<file path="config.mk">
export PLATFORM = sky130hd
export DESIGN_NAME = conv_rst_seq
export DESIGN_NICKNAME = d
export VERILOG_FILES = /design/src/rtl/conv_rst_seq_pkg.sv /design/src/rtl/conv_rst_seq_dp.sv /design/src/rtl/conv_rst_seq_ctrl.sv /design/src/rtl/conv_rst_seq.sv
export SDC_FILE = /design/constraint.sdc
export NUM_CORES = 1
export LEC_CHECK = 0
export BUFFER_PORTS_ARGS = -buffer_cell sky130_fd_sc_hd__buf_2
export CAP_MARGIN = 40
export CORE_MARGIN = 3
export CORE_UTILIZATION = 41
export DETAILED_ROUTE_END_ITERATION = 7
export PLACE_DENSITY = 0.74
export SLEW_MARGIN = 15
export SYNTH_ARGS = -nofsm -noshare
export SYNTH_HDL_FRONTEND = slang
export SYNTH_SLANG_ARGS = --single-unit
export TNS_END_PERCENT = 50
</file>
<file path="constraint.sdc">
create_clock -name clk -period 1.6 [get_ports clk]
set_input_delay 0.16 -clock clk [delete_from_list [all_inputs] [get_ports clk]]
set_output_delay 0.16 -clock clk [all_outputs]
set_load 0.005 [all_outputs]
</file>
<file path="src/rtl/conv_rst_seq_pkg.sv">
package conv_rst_seq_pkg;

  // Sequence phase: which schedule the sequence counter is timing.
  typedef enum logic [1:0] {
    PH_IDLE    = 2'd0,
    PH_ASSERT  = 2'd1,
    PH_RELEASE = 2'd2
  } seq_phase_e;

  // Strobes from control to datapath.
  typedef struct packed {
    logic seqRestart;
    logic seqStep;
    logic initRestart;
    logic initStep;
  } seq_strb_t;

endpackage

</file>
<file path="src/rtl/conv_rst_seq_dp.sv">
module conv_rst_seq_dp
  import conv_rst_seq_pkg::*;
#(
  parameter int DATA_W      = 24,
  parameter int SYNC_STAGES = 2,
  parameter int SEQ_W       = 3,
  parameter int INIT_W      = 10
) (
  input  logic              clk,
  input  logic              pdnN,
  input  logic              frameClk,
  input  seq_strb_t         strb,
  input  logic              intRstN,
  input  logic              busy,
  input  logic [DATA_W-1:0] adcSampleIn,
  input  logic              sdoAIn,
  input  logic              sdoBIn,
  output logic              tick,
  output logic [SEQ_W-1:0]  seqCnt,
  output logic [INIT_W-1:0] initCnt,
  output logic [DATA_W-1:0] adcSampleOut,
  output logic              sdoAOut,
  output logic              sdoBOut
);

  // Frame clock synchroniser chain
  logic [SYNC_STAGES-1:0] syncQ;
  logic                   prevQ;

  genvar gi;
  generate
    for (gi = 0; gi < SYNC_STAGES; gi++) begin : g_sync
      if (gi == 0) begin : g_first
        always_ff @(posedge clk or negedge pdnN) begin
          if (!pdnN) syncQ[gi] <= 1'b0;
          else       syncQ[gi] <= frameClk;
        end
      end else begin : g_next
        always_ff @(posedge clk or negedge pdnN) begin
          if (!pdnN) syncQ[gi] <= 1'b0;
          else       syncQ[gi] <= syncQ[gi-1];
        end
      end
    end
  endgenerate

  always_ff @(posedge clk or negedge pdnN) begin
    if (!pdnN) prevQ <= 1'b0;
    else       prevQ <= syncQ[SYNC_STAGES-1];
  end

  assign tick = syncQ[SYNC_STAGES-1] & ~prevQ;

  // Sequence counter: ticks since the last run-bit change
  always_ff @(posedge clk or negedge pdnN) begin
    if (!pdnN)                seqCnt <= '0;
    else if (strb.seqRestart) seqCnt <= '0;
    else if (strb.seqStep)    seqCnt <= seqCnt + 1'b1;
  end

  // Initialisation window counter
  always_ff @(posedge clk or negedge pdnN) begin
    if (!pdnN)                 initCnt <= '0;
    else if (strb.initRestart) initCnt <= '0;
    else if (strb.initStep)    initCnt <= initCnt + 1'b1;
  end

  // Output masking
  logic adcPass;
  assign adcPass      = intRstN & ~busy;
  assign adcSampleOut = adcPass ? adcSampleIn : '0;
  assign sdoAOut      = intRstN & sdoAIn;
  assign sdoBOut      = intRstN & sdoBIn;

endmodule

</file>
<file path="src/rtl/conv_rst_seq_ctrl.sv">
module conv_rst_seq_ctrl
  import conv_rst_seq_pkg::*;
#(
  parameter int SEQ_W        = 3,
  parameter int INIT_W       = 10,
  parameter int ASSERT_TICKS = 5,
  parameter int RELEASE_TICKS = 2,
  parameter int FLAG_TICKS   = 7,
  parameter int INIT_TICKS   = 516
) (
  input  logic              clk,
  input  logic              pdnN,
  input  logic              rstBit,
  input  logic              tick,
  input  logic [SEQ_W-1:0]  seqCnt,
  input  logic [INIT_W-1:0] initCnt,
  output seq_strb_t         strb,
  output logic              intRstN,
  output logic              zeroFlag,
  output logic              busy
);

  localparam logic [SEQ_W-1:0]  ASSERT_LAST = SEQ_W'(ASSERT_TICKS - 1);
  localparam logic [SEQ_W-1:0]  REL_LAST    = SEQ_W'(RELEASE_TICKS - 1);
  localparam logic [SEQ_W-1:0]  FLAG_LAST   = SEQ_W'(FLAG_TICKS - 1);
  localparam logic [INIT_W-1:0] INIT_LAST   = INIT_W'(INIT_TICKS - 1);

  seq_phase_e phase;
  logic       rstBitQ;
  logic       chg;
  logic       seqStep;
  logic       initStep;
  logic       assertHit;
  logic       relHit;
  logic       flagHit;
  logic       initDone;

  assign chg       = rstBit ^ rstBitQ;
  assign seqStep   = tick && (phase != PH_IDLE) && !chg;
  assign assertHit = seqStep && (phase == PH_ASSERT) && (seqCnt == ASSERT_LAST);
  assign relHit    = seqStep && (phase == PH_RELEASE) && (seqCnt == REL_LAST) && !intRstN;
  assign flagHit   = seqStep && (phase == PH_RELEASE) && (seqCnt == FLAG_LAST);
  assign initStep  = tick && busy;
  assign initDone  = initStep && (initCnt == INIT_LAST);

  always_comb begin
    strb.seqRestart  = chg;
    strb.seqStep     = seqStep;
    strb.initRestart = relHit;
    strb.initStep    = initStep;
  end

  always_ff @(posedge clk or negedge pdnN) begin
    if (!pdnN) begin
      rstBitQ <= 1'b0;
      phase   <= PH_IDLE;
    end else begin
      rstBitQ <= rstBit;
      if (chg)                      phase <= rstBit ? PH_RELEASE : PH_ASSERT;
      else if (assertHit || flagHit) phase <= PH_IDLE;
    end
  end

  always_ff @(posedge clk or negedge pdnN) begin
    if (!pdnN) begin
      intRstN <= 1'b0;
      busy    <= 1'b0;
    end else if (assertHit) begin
      intRstN <= 1'b0;
      busy    <= 1'b0;
    end else if (relHit) begin
      intRstN <= 1'b1;
      busy    <= 1'b1;
    end else if (initDone) begin
      busy    <= 1'b0;
    end
  end

  always_ff @(posedge clk or negedge pdnN) begin
    if (!pdnN)                zeroFlag <= 1'b1;
    else if (chg && !rstBit)  zeroFlag <= 1'b1;
    else if (flagHit)         zeroFlag <= 1'b0;
  end

endmodule

</file>
<file path="src/rtl/conv_rst_seq.sv">
module conv_rst_seq
  import conv_rst_seq_pkg::*;
#(
  parameter int DATA_W          = 24,
  parameter int SYNC_STAGES     = 2,
  parameter int ASSERT_PERIODS  = 4,
  parameter int RELEASE_PERIODS = 1,
  parameter int FLAG_PERIODS    = 6,
  parameter int INIT_PERIODS    = 516
) (
  input  logic              clk,
  input  logic              pdnN,
  input  logic              frameClk,
  input  logic              rstBit,
  input  logic [DATA_W-1:0] adcSampleIn,
  input  logic              sdoAIn,
  input  logic              sdoBIn,
  output logic              intRstN,
  output logic              zeroFlag,
  output logic              adcBusy,
  output logic [DATA_W-1:0] adcSampleOut,
  output logic              sdoAOut,
  output logic              sdoBOut
);

  // One extra tick absorbs the unknown phase of the write against the tick.
  localparam int ASSERT_TICKS  = ASSERT_PERIODS + 1;
  localparam int RELEASE_TICKS = RELEASE_PERIODS + 1;
  localparam int FLAG_TICKS    = FLAG_PERIODS + 1;
  localparam int INIT_TICKS    = INIT_PERIODS;
  localparam int SEQ_MAX       = (FLAG_TICKS > ASSERT_TICKS) ? FLAG_TICKS : ASSERT_TICKS;
  localparam int SEQ_W         = $clog2(SEQ_MAX + 1);
  localparam int INIT_W        = $clog2(INIT_TICKS + 1);

  seq_strb_t         strb;
  logic              tick;
  logic [SEQ_W-1:0]  seqCnt;
  logic [INIT_W-1:0] initCnt;

  conv_rst_seq_ctrl #(
    .SEQ_W        (SEQ_W),
    .INIT_W       (INIT_W),
    .ASSERT_TICKS (ASSERT_TICKS),
    .RELEASE_TICKS(RELEASE_TICKS),
    .FLAG_TICKS   (FLAG_TICKS),
    .INIT_TICKS   (INIT_TICKS)
  ) u_ctrl (
    .clk     (clk),
    .pdnN    (pdnN),
    .rstBit  (rstBit),
    .tick    (tick),
    .seqCnt  (seqCnt),
    .initCnt (initCnt),
    .strb    (strb),
    .intRstN (intRstN),
    .zeroFlag(zeroFlag),
    .busy    (adcBusy)
  );

  conv_rst_seq_dp #(
    .DATA_W     (DATA_W),
    .SYNC_STAGES(SYNC_STAGES),
    .SEQ_W      (SEQ_W),
    .INIT_W     (INIT_W)
  ) u_dp (
    .clk         (clk),
    .pdnN        (pdnN),
    .frameClk    (frameClk),
    .strb        (strb),
    .intRstN     (intRstN),
    .busy        (adcBusy),
    .adcSampleIn (adcSampleIn),
    .sdoAIn      (sdoAIn),
    .sdoBIn      (sdoBIn),
    .tick        (tick),
    .seqCnt      (seqCnt),
    .initCnt     (initCnt),
    .adcSampleOut(adcSampleOut),
    .sdoAOut     (sdoAOut),
    .sdoBOut     (sdoBOut)
  );

endmodule

</file>
Word level (Yosys, flattened, before mapping)
Cells that the tools add are included.

Bits in registers: 22. Input port bits: 30. Output and inout bits: 29. Word-level logic and storage cells: 62.

Add/sub/neg operators: 2. Equal/unequal tests: 6. Muxes and demuxes: 15. Bitwise gates (word level): 7. Reduce and logical (&&, ||, !) cells: 22.

Operators by type and width (count): $mux W24 (1); $mux W10 (2); $reduce_bool A2 Y1 (6); $logic_and A1 B1 Y1 (11); $add A10 B1 Y10 const B (1); $eq A10 B10 Y1 const B (1); $mux W1 (7); $eq A3 B3 Y1 const B (2); $mux W2 (3); $mux W3 (2); $and A1 B1 Y1 (4); $add A3 B1 Y3 const B (1); $eq A3 B1 Y1 const B (1); $logic_not A1 Y1 (3); $reduce_bool A3 Y1 (1); $eq A2 B1 Y1 const B (1); $eq A2 B2 Y1 const B (1); $not A1 Y1 (2); $logic_or A1 B1 Y1 (1); $xor A1 B1 Y1 (1).

Depth between registers and ports, before layout
Gate-level depths: netlist (run 1).

Depth in word-level cells: 9. Depth in mapped cells: 5.

Modules after synthesis
From an unflattened synthesis (run 1), not the netlist that was laid out.

Cells, all modules: 136. Area total of the unflattened synthesis: 1312.5 um^2.

By module, submodules not included: conv_rst_seq_dp (instances 1, cells an instance 91, area each 879.6 um^2, seq. area each 400.4 um^2); conv_rst_seq_ctrl (instances 1, cells an instance 45, area each 432.9 um^2, seq. area each 151.4 um^2).

Worst setup path before layout (run 1)
OpenSTA, ideal clock, no wires.

Path type: register to register. From: register u_ctrl.rstBitQ. To: register u_ctrl.phase[1]. Library setup time: 0.132 ns. Arrival: 1.444 ns. Slack: 0.024 ns. Stages on the path, launching flop included: 5. Buffers on the path: 0. Clock period less this slack: 1.576 ns. Cell sequence: dfrtp_1 > ha_1 > nand4b_2 > o211ai_1 > or3b_1.

Word-level cells in the longest chain between the ends: 7. Elaborated cells between the ends (all ways): 10.

RTL lines: from (decl) (RTL line conv_rst_seq_ctrl.sv:29) `logic rstBitQ;`; from (signal assigned) (RTL line conv_rst_seq_ctrl.sv:58) `rstBitQ <= rstBit;`; $xor A1 B1 Y1 (*) (RTL line conv_rst_seq_ctrl.sv:38) `assign chg = rstBit ^ rstBitQ;`; $logic_not A1 Y1 (RTL line conv_rst_seq_ctrl.sv:39) `assign seqStep = tick && (phase != PH_IDLE) && !chg;`; $logic_and A1 B1 Y1 (RTL line conv_rst_seq_ctrl.sv:39); $logic_and A1 B1 Y1 (on tied branches) (2 in series) (RTL line conv_rst_seq_ctrl.sv:40, conv_rst_seq_ctrl.sv:42); $logic_or A1 B1 Y1 (RTL line conv_rst_seq_ctrl.sv:60) `else if (assertHit || flagHit) phase <= PH_IDLE;`; $reduce_bool A2 Y1 (no line); to (signal assigned) (RTL line conv_rst_seq_ctrl.sv:59) `if (chg) phase <= rstBit ? PH_RELEASE : PH_ASSERT;`; to (decl) (RTL line conv_rst_seq_ctrl.sv:28) `seq_phase_e phase;`.

Mark *: on every way between the ends. The rest lies on a longest branch, timed or not. A chain may end at the register's enable or synchronous reset.

Worst setup path after layout (run 1)
From: register u_ctrl.rstBitQ. To: register u_ctrl.phase[0].

The elaborated chain is that of the path after synthesis.

==> results_dict.tcl, run 1 <==
set metrics [dict create \
    dp_hpwl_mm 2.38 \
    grt_use_met2_pct 24.3 \
    crit_family "flip-flops" \
    clockBufferDepth 2 \
    setup_viol 0 \
    synthToLayoutAreaGrowth_pct 37.8 \
    clkTransAtPathRegs_ns 0.12 \
    numCtsBuffers 3 \
    grt_max_degree 23 \
    p_switching_mw 0.613 \
    io_pins 59 \
    critPathMaxFanout 7 \
    cp.depth 5 \
    cts-root-buf "clkbuf_4" \
    avgRoutedWirePerCell_um 11.9 \
    critical-path-max-stage-delay_ns 0.43 \
    final_cell_mix "58 x buf_2, 26 x and2_1, 21 x dfrtp_1" \
    ys_seq_area_share_pct 40.9 \
    first_global_vias 1120 \
    core_mm2 0.00310 \
    hold-worst-slack_ns 0.297 \
    p_int_mw 1.13 \
    slew_viol_final 0 \
    ys_ff_latch 22 \
    final_common_cell "buf_2" \
    placedCellCount 251 \
    start_util_pct 43.4 \
    p_per_area_mw_per_mm2 936 \
    end_kind "flip-flop" \
    syn_inst 143 \
    holdPathStages 4 \
    viasPerCell 4.90 \
    post-route-drc-count 0 \
    synth.avg_cell_area_um2 9.42 \
    timing.slew.headroom_pct 67.5 \
    path_class "reg -> reg" \
    ir_drop_uv 461 \
    htreeDepth 1 \
    path_cells "ha_4 > nand4b_4 > buf_6 > o21a_1 > a211oi_1" \
    start_kind "flip-flop" \
    reg2reg_depth 5 \
    die_area_mm2 0.00401 \
    fmaxAchievable_mhz 652 \
    hold_class "in -> reg" \
    maxCapViolCount 0 \
    grt_pass1_wl_mm 4.96 \
    io_buffers 58 \
    grt-ovfl-total 0 \
    status "finished, final reports clean" \
    antenna_found_initial 0 \
    pwr-share-comb_pct 33.9 \
    grt_use_met3_pct 4.99 \
    synthesis.area_mm2 0.00135 \
    worst_pin_slew_ns 0.488 \
    cts.sinks 22 \
    first_iter_violations 20 \
    cp_data_required_time_ns 1.82 \
    p_leak_nw 0.937 \
    fin_skew_ns 0.00539 \
    hold_viol 0 \
    grt-busiest-layer "met2" \
    post-route-period-util_pct 95.8 \
    grt.total_usage_pct 15.1 \
    cp.arrival_ns 1.75 \
    via_count 1264 \
    ant_nets 0 \
    layout.cells.non_filler 258 \
    die_x_um 63.3 \
    swShare_pct 35.2 \
    yosysUniqueCellTypes 35 \
    layout-drive-gt1-share_pct 36.4 \
    layout.nets 252 \
    fp.dieH_um 63.3 \
    cp_num_buf_inv 1 \
    synth-warning-count 0 \
    power_frac_seq_pct 48.8 \
    syn_nets 180 \
    period_minus_slack_ns 1.53 \
    firstDrtPassIters 4 \
    wirelength_mm 3.08 \
    cts_tree "built" \
    place_congestion 0.792 \
    diodes 0 \
    clk_latency_ns 0.30 \
    rows 20 \
    met1_usage_pct 19.1 \
    pwr-share-clk_pct 17.3 \
    slowest_stage "dfrtp_1" \
]
worst reg2reg max path, cell delays in order (launching register included):
cell	delay [ns]
dfrtp_1	0.43
ha_4	0.32
nand4b_4	0.13
buf_6	0.16
o21a_1	0.18
a211oi_1	0.23
layer usage:
metal  vias to the layer above  share of wire, %
met2                        48                44
met5                         -                 0
met4                         0              0.65
met3                         2                11
li1                        651                 -
met1                       563                44
power by group through the flow:
stage          Clock, mW  Combinational [mW]  Sequential, mW
6_report           0.300               0.589           0.849
5_1_grt            0.339               0.686           0.876
4_1_cts            0.316               0.582           0.849
3_5_place_dp           0               0.567           0.858
3_3_place_gp           0               0.548           0.851
2_1_floorplan          0               0.381           0.824
path summary, 6_finish.rpt:
check	startpoint	end	slack, ns
max in group asynchronous	pdnN	u_ctrl.zeroFlag	0.92
hold / removal	rstBit	u_ctrl.zeroFlag	0.30
hold reg to reg	u_dp.syncQ[0]	u_dp.syncQ[1]	0.36
setup / recovery	u_ctrl.rstBitQ	u_ctrl.phase[0]	0.07
setup reg to reg	u_ctrl.rstBitQ	u_ctrl.phase[0]	0.07
min in group asynchronous	pdnN	u_dp.initCnt[1]	0.33
stage by stage:
step	area, um^2	power (mW)	setup TNS, ns	utilization (%)	setup slack (ns)
after detailed placement	1750	1.43	-0.0288	56.3	-0.0288
after global placement	1740	1.40	-0.0144	56.0	-0.0144
after floorplan	1350	1.20	0	-	0.0242
after CTS	1830	1.75	0	59.0	0.0517
final	1860	1.74	0	59.8	0.0672
after global routing	1860	1.90	-0.00763	59.8	-0.00763
logic make-up (layout without fill, tap and decap cells):
family / after synthesis / in the layout / share of synthesized area (%)
muxes: 1 / 1 / 0.743
and+or+nand+nor: 72 / 72 / 34.6
xor gates and xnor gates: 2 / 2 / 1.30
AOI/OAI and AO/OA: 29 / 29 / 13.1
adders and majority gates: 7 / 7 / 6.50
DFF: 22 / 22 / 40.9
buffers and inverters: 10 / 81 / 2.79
sequential cells by signal, summed over array words and instances, names as in the netlist:
name,count
u_dp.initCnt,10
u_dp.seqCnt,3
u_ctrl.phase,2
u_dp.syncQ,2
u_ctrl.busy,1
u_ctrl.intRstN,1
u_ctrl.rstBitQ,1
u_ctrl.zeroFlag,1
u_dp.prevQ,1
cell type report:
| type | count | area (um^2) |
|---|---|---|
| Inverter | 8 | 30.0 |
| Tap cell | 44 | 55.1 |
| Sequential cell | 22 | 552 |
| Timing Repair Buffer | 69 | 388 |
| Fill cell | 301 | 1250 |
| Clock buffer | 4 | 36.3 |
| Multi-Input combinational cell | 111 | 796 |
cells in the mapped netlist:
master / instances / share of area (%)
nor4_1: 1 / 0.46
a21oi_1: 10 / 3.7
nand4bb_1: 2 / 1.7
nand4b_2: 2 / 2.2
or2_2: 2 / 0.93
ha_1: 7 / 6.5
nor2_1: 4 / 1.1
nand2b_1: 3 / 1.4
nand4_1: 3 / 1.4
or2_1: 1 / 0.46
inv_1: 8 / 2.2
clkbuf_1: 2 / 0.56
dfstp_2: 1 / 2.0
nor4b_1: 2 / 1.3
or3_1: 3 / 1.4
a31o_1: 1 / 0.65
o21ai_1: 1 / 0.37
a211oi_1: 1 / 0.56
nand3_1: 4 / 1.5
and2_1: 26 / 12
dfrtp_1: 21 / 39
mux2i_1: 1 / 0.74
o211ai_1: 1 / 0.56
xor2_1: 2 / 1.3
o21a_1: 2 / 1.1
nor3_1: 3 / 1.1
nand2_1: 5 / 1.4
o21bai_1: 1 / 0.56
o21ai_0: 6 / 2.2
o31ai_1: 6 / 3.3
nand3b_1: 2 / 1.1
nand3b_2: 1 / 0.84
or3b_1: 1 / 0.65
or4_1: 4 / 2.2
nor2b_1: 3 / 1.4
timing repair:
action | CTS | global route
gates resized for setup | 4 | 4
hold buffers | 3 | 0
buffers inserted | 0 | 0
setup endpoints to repair | 17 | 11
hold endpoints to repair | 23 | 0
pin swaps | 0 | 1
No activity file was read; power rests on OpenSTA's default activity.
==> inputs of run 2 (changes only) <==
--- a/config.mk
+++ b/config.mk
@@ -10,6 +10,7 @@
 export CORE_MARGIN = 3
 export CORE_UTILIZATION = 41
 export DETAILED_ROUTE_END_ITERATION = 7
+export GPL_TIMING_DRIVEN = 0
 export PLACE_DENSITY = 0.74
 export SLEW_MARGIN = 15
 export SYNTH_ARGS = -nofsm -noshare
==> run 2 against run 1 <==
Net effect:
- final area shrank 0.67%
- routed wire length shrank 2.9%
- utilization shrank 0.40 points
- first-iteration DRC count grew 45%
- sequential power is essentially flat
- die area is the same
- via count grew 0.79%
- largest cell class unchanged
==> results_dict.tcl, run 2 (synthesis results as in run 1) <==
set metrics [dict create \
    clkTransAtPathRegs_ns 0.12 \
    fmaxAchievable_mhz 649 \
    antenna_found_initial 0 \
    core_mm2 0.00310 \
    cp.arrival_ns 1.75 \
    critPathMaxFanout 8 \
    die_area_mm2 0.00401 \
    p_leak_nw 0.923 \
    start_kind "flip-flop" \
    slew_viol_final 0 \
    layout-drive-gt1-share_pct 37.3 \
    post-route-drc-count 0 \
    hold-worst-slack_ns 0.290 \
    r2r-start "u_ctrl.rstBitQ" \
    reg2reg_depth 4 \
    io_pins 59 \
    grt.total_usage_pct 16.0 \
    die_x_um 63.3 \
    viasPerCell 4.98 \
    dp_hpwl_mm 2.24 \
    layout.nets 250 \
    placed_area_mm2 0.00169 \
    maxCapViolCount 0 \
    rows 20 \
    cts-root-buf "clkbuf_4" \
    first_global_vias 1147 \
    cp_data_required_time_ns 1.81 \
    largest_reg_flops 10 \
    start_util_pct 43.4 \
    period_minus_slack_ns 1.54 \
    first_iter_violations 29 \
    regMostFlops "u_dp.initCnt" \
    io_buffers 58 \
    hold_class "in -> reg" \
    clk_latency_ns 0.32 \
    cts_tree "built" \
    cts.sinks 22 \
    wirelength_mm 2.99 \
    fin_skew_ns 0.00652 \
    grt_setup_unrepaired "true" \
    numCtsBuffers 3 \
    grt_pass1_wl_mm 5.18 \
    reg_top3 "u_dp.initCnt (10), u_dp.seqCnt (3)" \
    htreeDepth 1 \
    clockBufferDepth 2 \
    hold_viol 0 \
    fp.dieH_um 63.3 \
    timing.slew.headroom_pct 67.5 \
    grt_max_degree 23 \
    final_common_cell "buf_2" \
    ant_nets 0 \
    fillCellCount 291 \
    status "finished, final reports clean" \
    worst_pin_slew_ns 0.487 \
    final.setup.tns_ns 0 \
    setup_viol 0 \
    ir_drop_uv 485 \
    place_congestion 0.812 \
    fin_area_mm2 0.00184 \
    diodes 0 \
    reg2reg_slack_ns 0.06 \
    final_cell_mix "58 x buf_2, 26 x and2_1, 19 x dfrtp_1" \
    firstDrtPassIters 4 \
    end_kind "flip-flop" \
    post-route-period-util_pct 96.3 \
    via_count 1274 \
    rr_endpoint "u_ctrl.phase[1]" \
    min_from "rstBit" \
    path_class "reg -> reg" \
    synthToLayoutAreaGrowth_pct 36.9 \
    holdPathStages 4 \
    hold_path_end "u_ctrl.zeroFlag" \
    p_per_area_mw_per_mm2 955 \
    grt-ovfl-total 0 \
    avgRoutedWirePerCell_um 11.7 \
]
==> run 2: metal layers <==
| metal | share of wire [%] | wire length, um | track usage [%] |
|---|---|---|---|
| met5 | 0 | 0 | 0 |
| met3 | 10 | 303 | 4.28 |
| met1 | 45 | 1330 | 20.3 |
| met4 | 2.2 | 67 | 8.89 |
| met2 | 43 | 1290 | 24.5 |
==> run 2: repair_timing <==
action	in CTS	in global routing
gates resized for setup	10	7
setup endpoints to repair	32	28
setup buffers	1	3
hold endpoints to repair	23	0
hold buffers	3	0
pin swaps	0	1
==> run 2: per-stage QoR <==
step	total power, mW	setup slack [ns]	instances	util [%]
after global routing	1.92	-0.0148	256	59.4
after detailed placement	1.40	-0.131	245	54.6
final	1.76	0.0598	256	59.4
after global placement	1.39	-0.125	245	54.6
after CTS	1.76	-0.00175	253	58.1
after floorplan	1.20	0.0242	143	-
==> run 2: worst max-delay path: stages (launching register included) <==
cell and delay, ns:
dfrtp_1 0.43, ha_4 0.32, nand4b_4 0.16, o211ai_1 0.18
or3b_1 0.35
==> run 2: cell type report <==
cell class / count / area (um^2) / share of cell area (%)
Inverter: 8 / 30.0 / 1.63
Tap cell: 44 / 55.1 / 2.99
Buffer: 2 / 15.0 / 0.814
Clock buffer: 4 / 36.3 / 1.97
Multi-Input combinational cell: 111 / 803 / 43.6
Timing Repair Buffer: 65 / 350 / 19.0
Sequential cell: 22 / 554 / 30.1
==> run 2: where the power goes <==
group / internal (mW) / total [mW] / switching [mW]
combinational: 0.305 / 0.602 / 0.297
clock: 0.139 / 0.310 / 0.170
sequential: 0.693 / 0.850 / 0.157
==> run 2: how the worst max path moves through the flow <==
stage / from / endpoint / slack (ns) / cells after the start
after floorplan: u_ctrl.rstBitQ / u_ctrl.phase[1] / 0.02 / 4
after global placement: u_ctrl.rstBitQ / u_dp.initCnt[0] / -0.12 / 4
after detailed placement: u_ctrl.rstBitQ / u_dp.initCnt[2] / -0.13 / 4
after CTS: u_ctrl.busy / adcSampleOut[13] / -0.002 / 4
after global routing: u_ctrl.rstBitQ / u_ctrl.phase[1] / -0.01 / 4
final: u_ctrl.rstBitQ / u_ctrl.phase[1] / 0.06 / 4
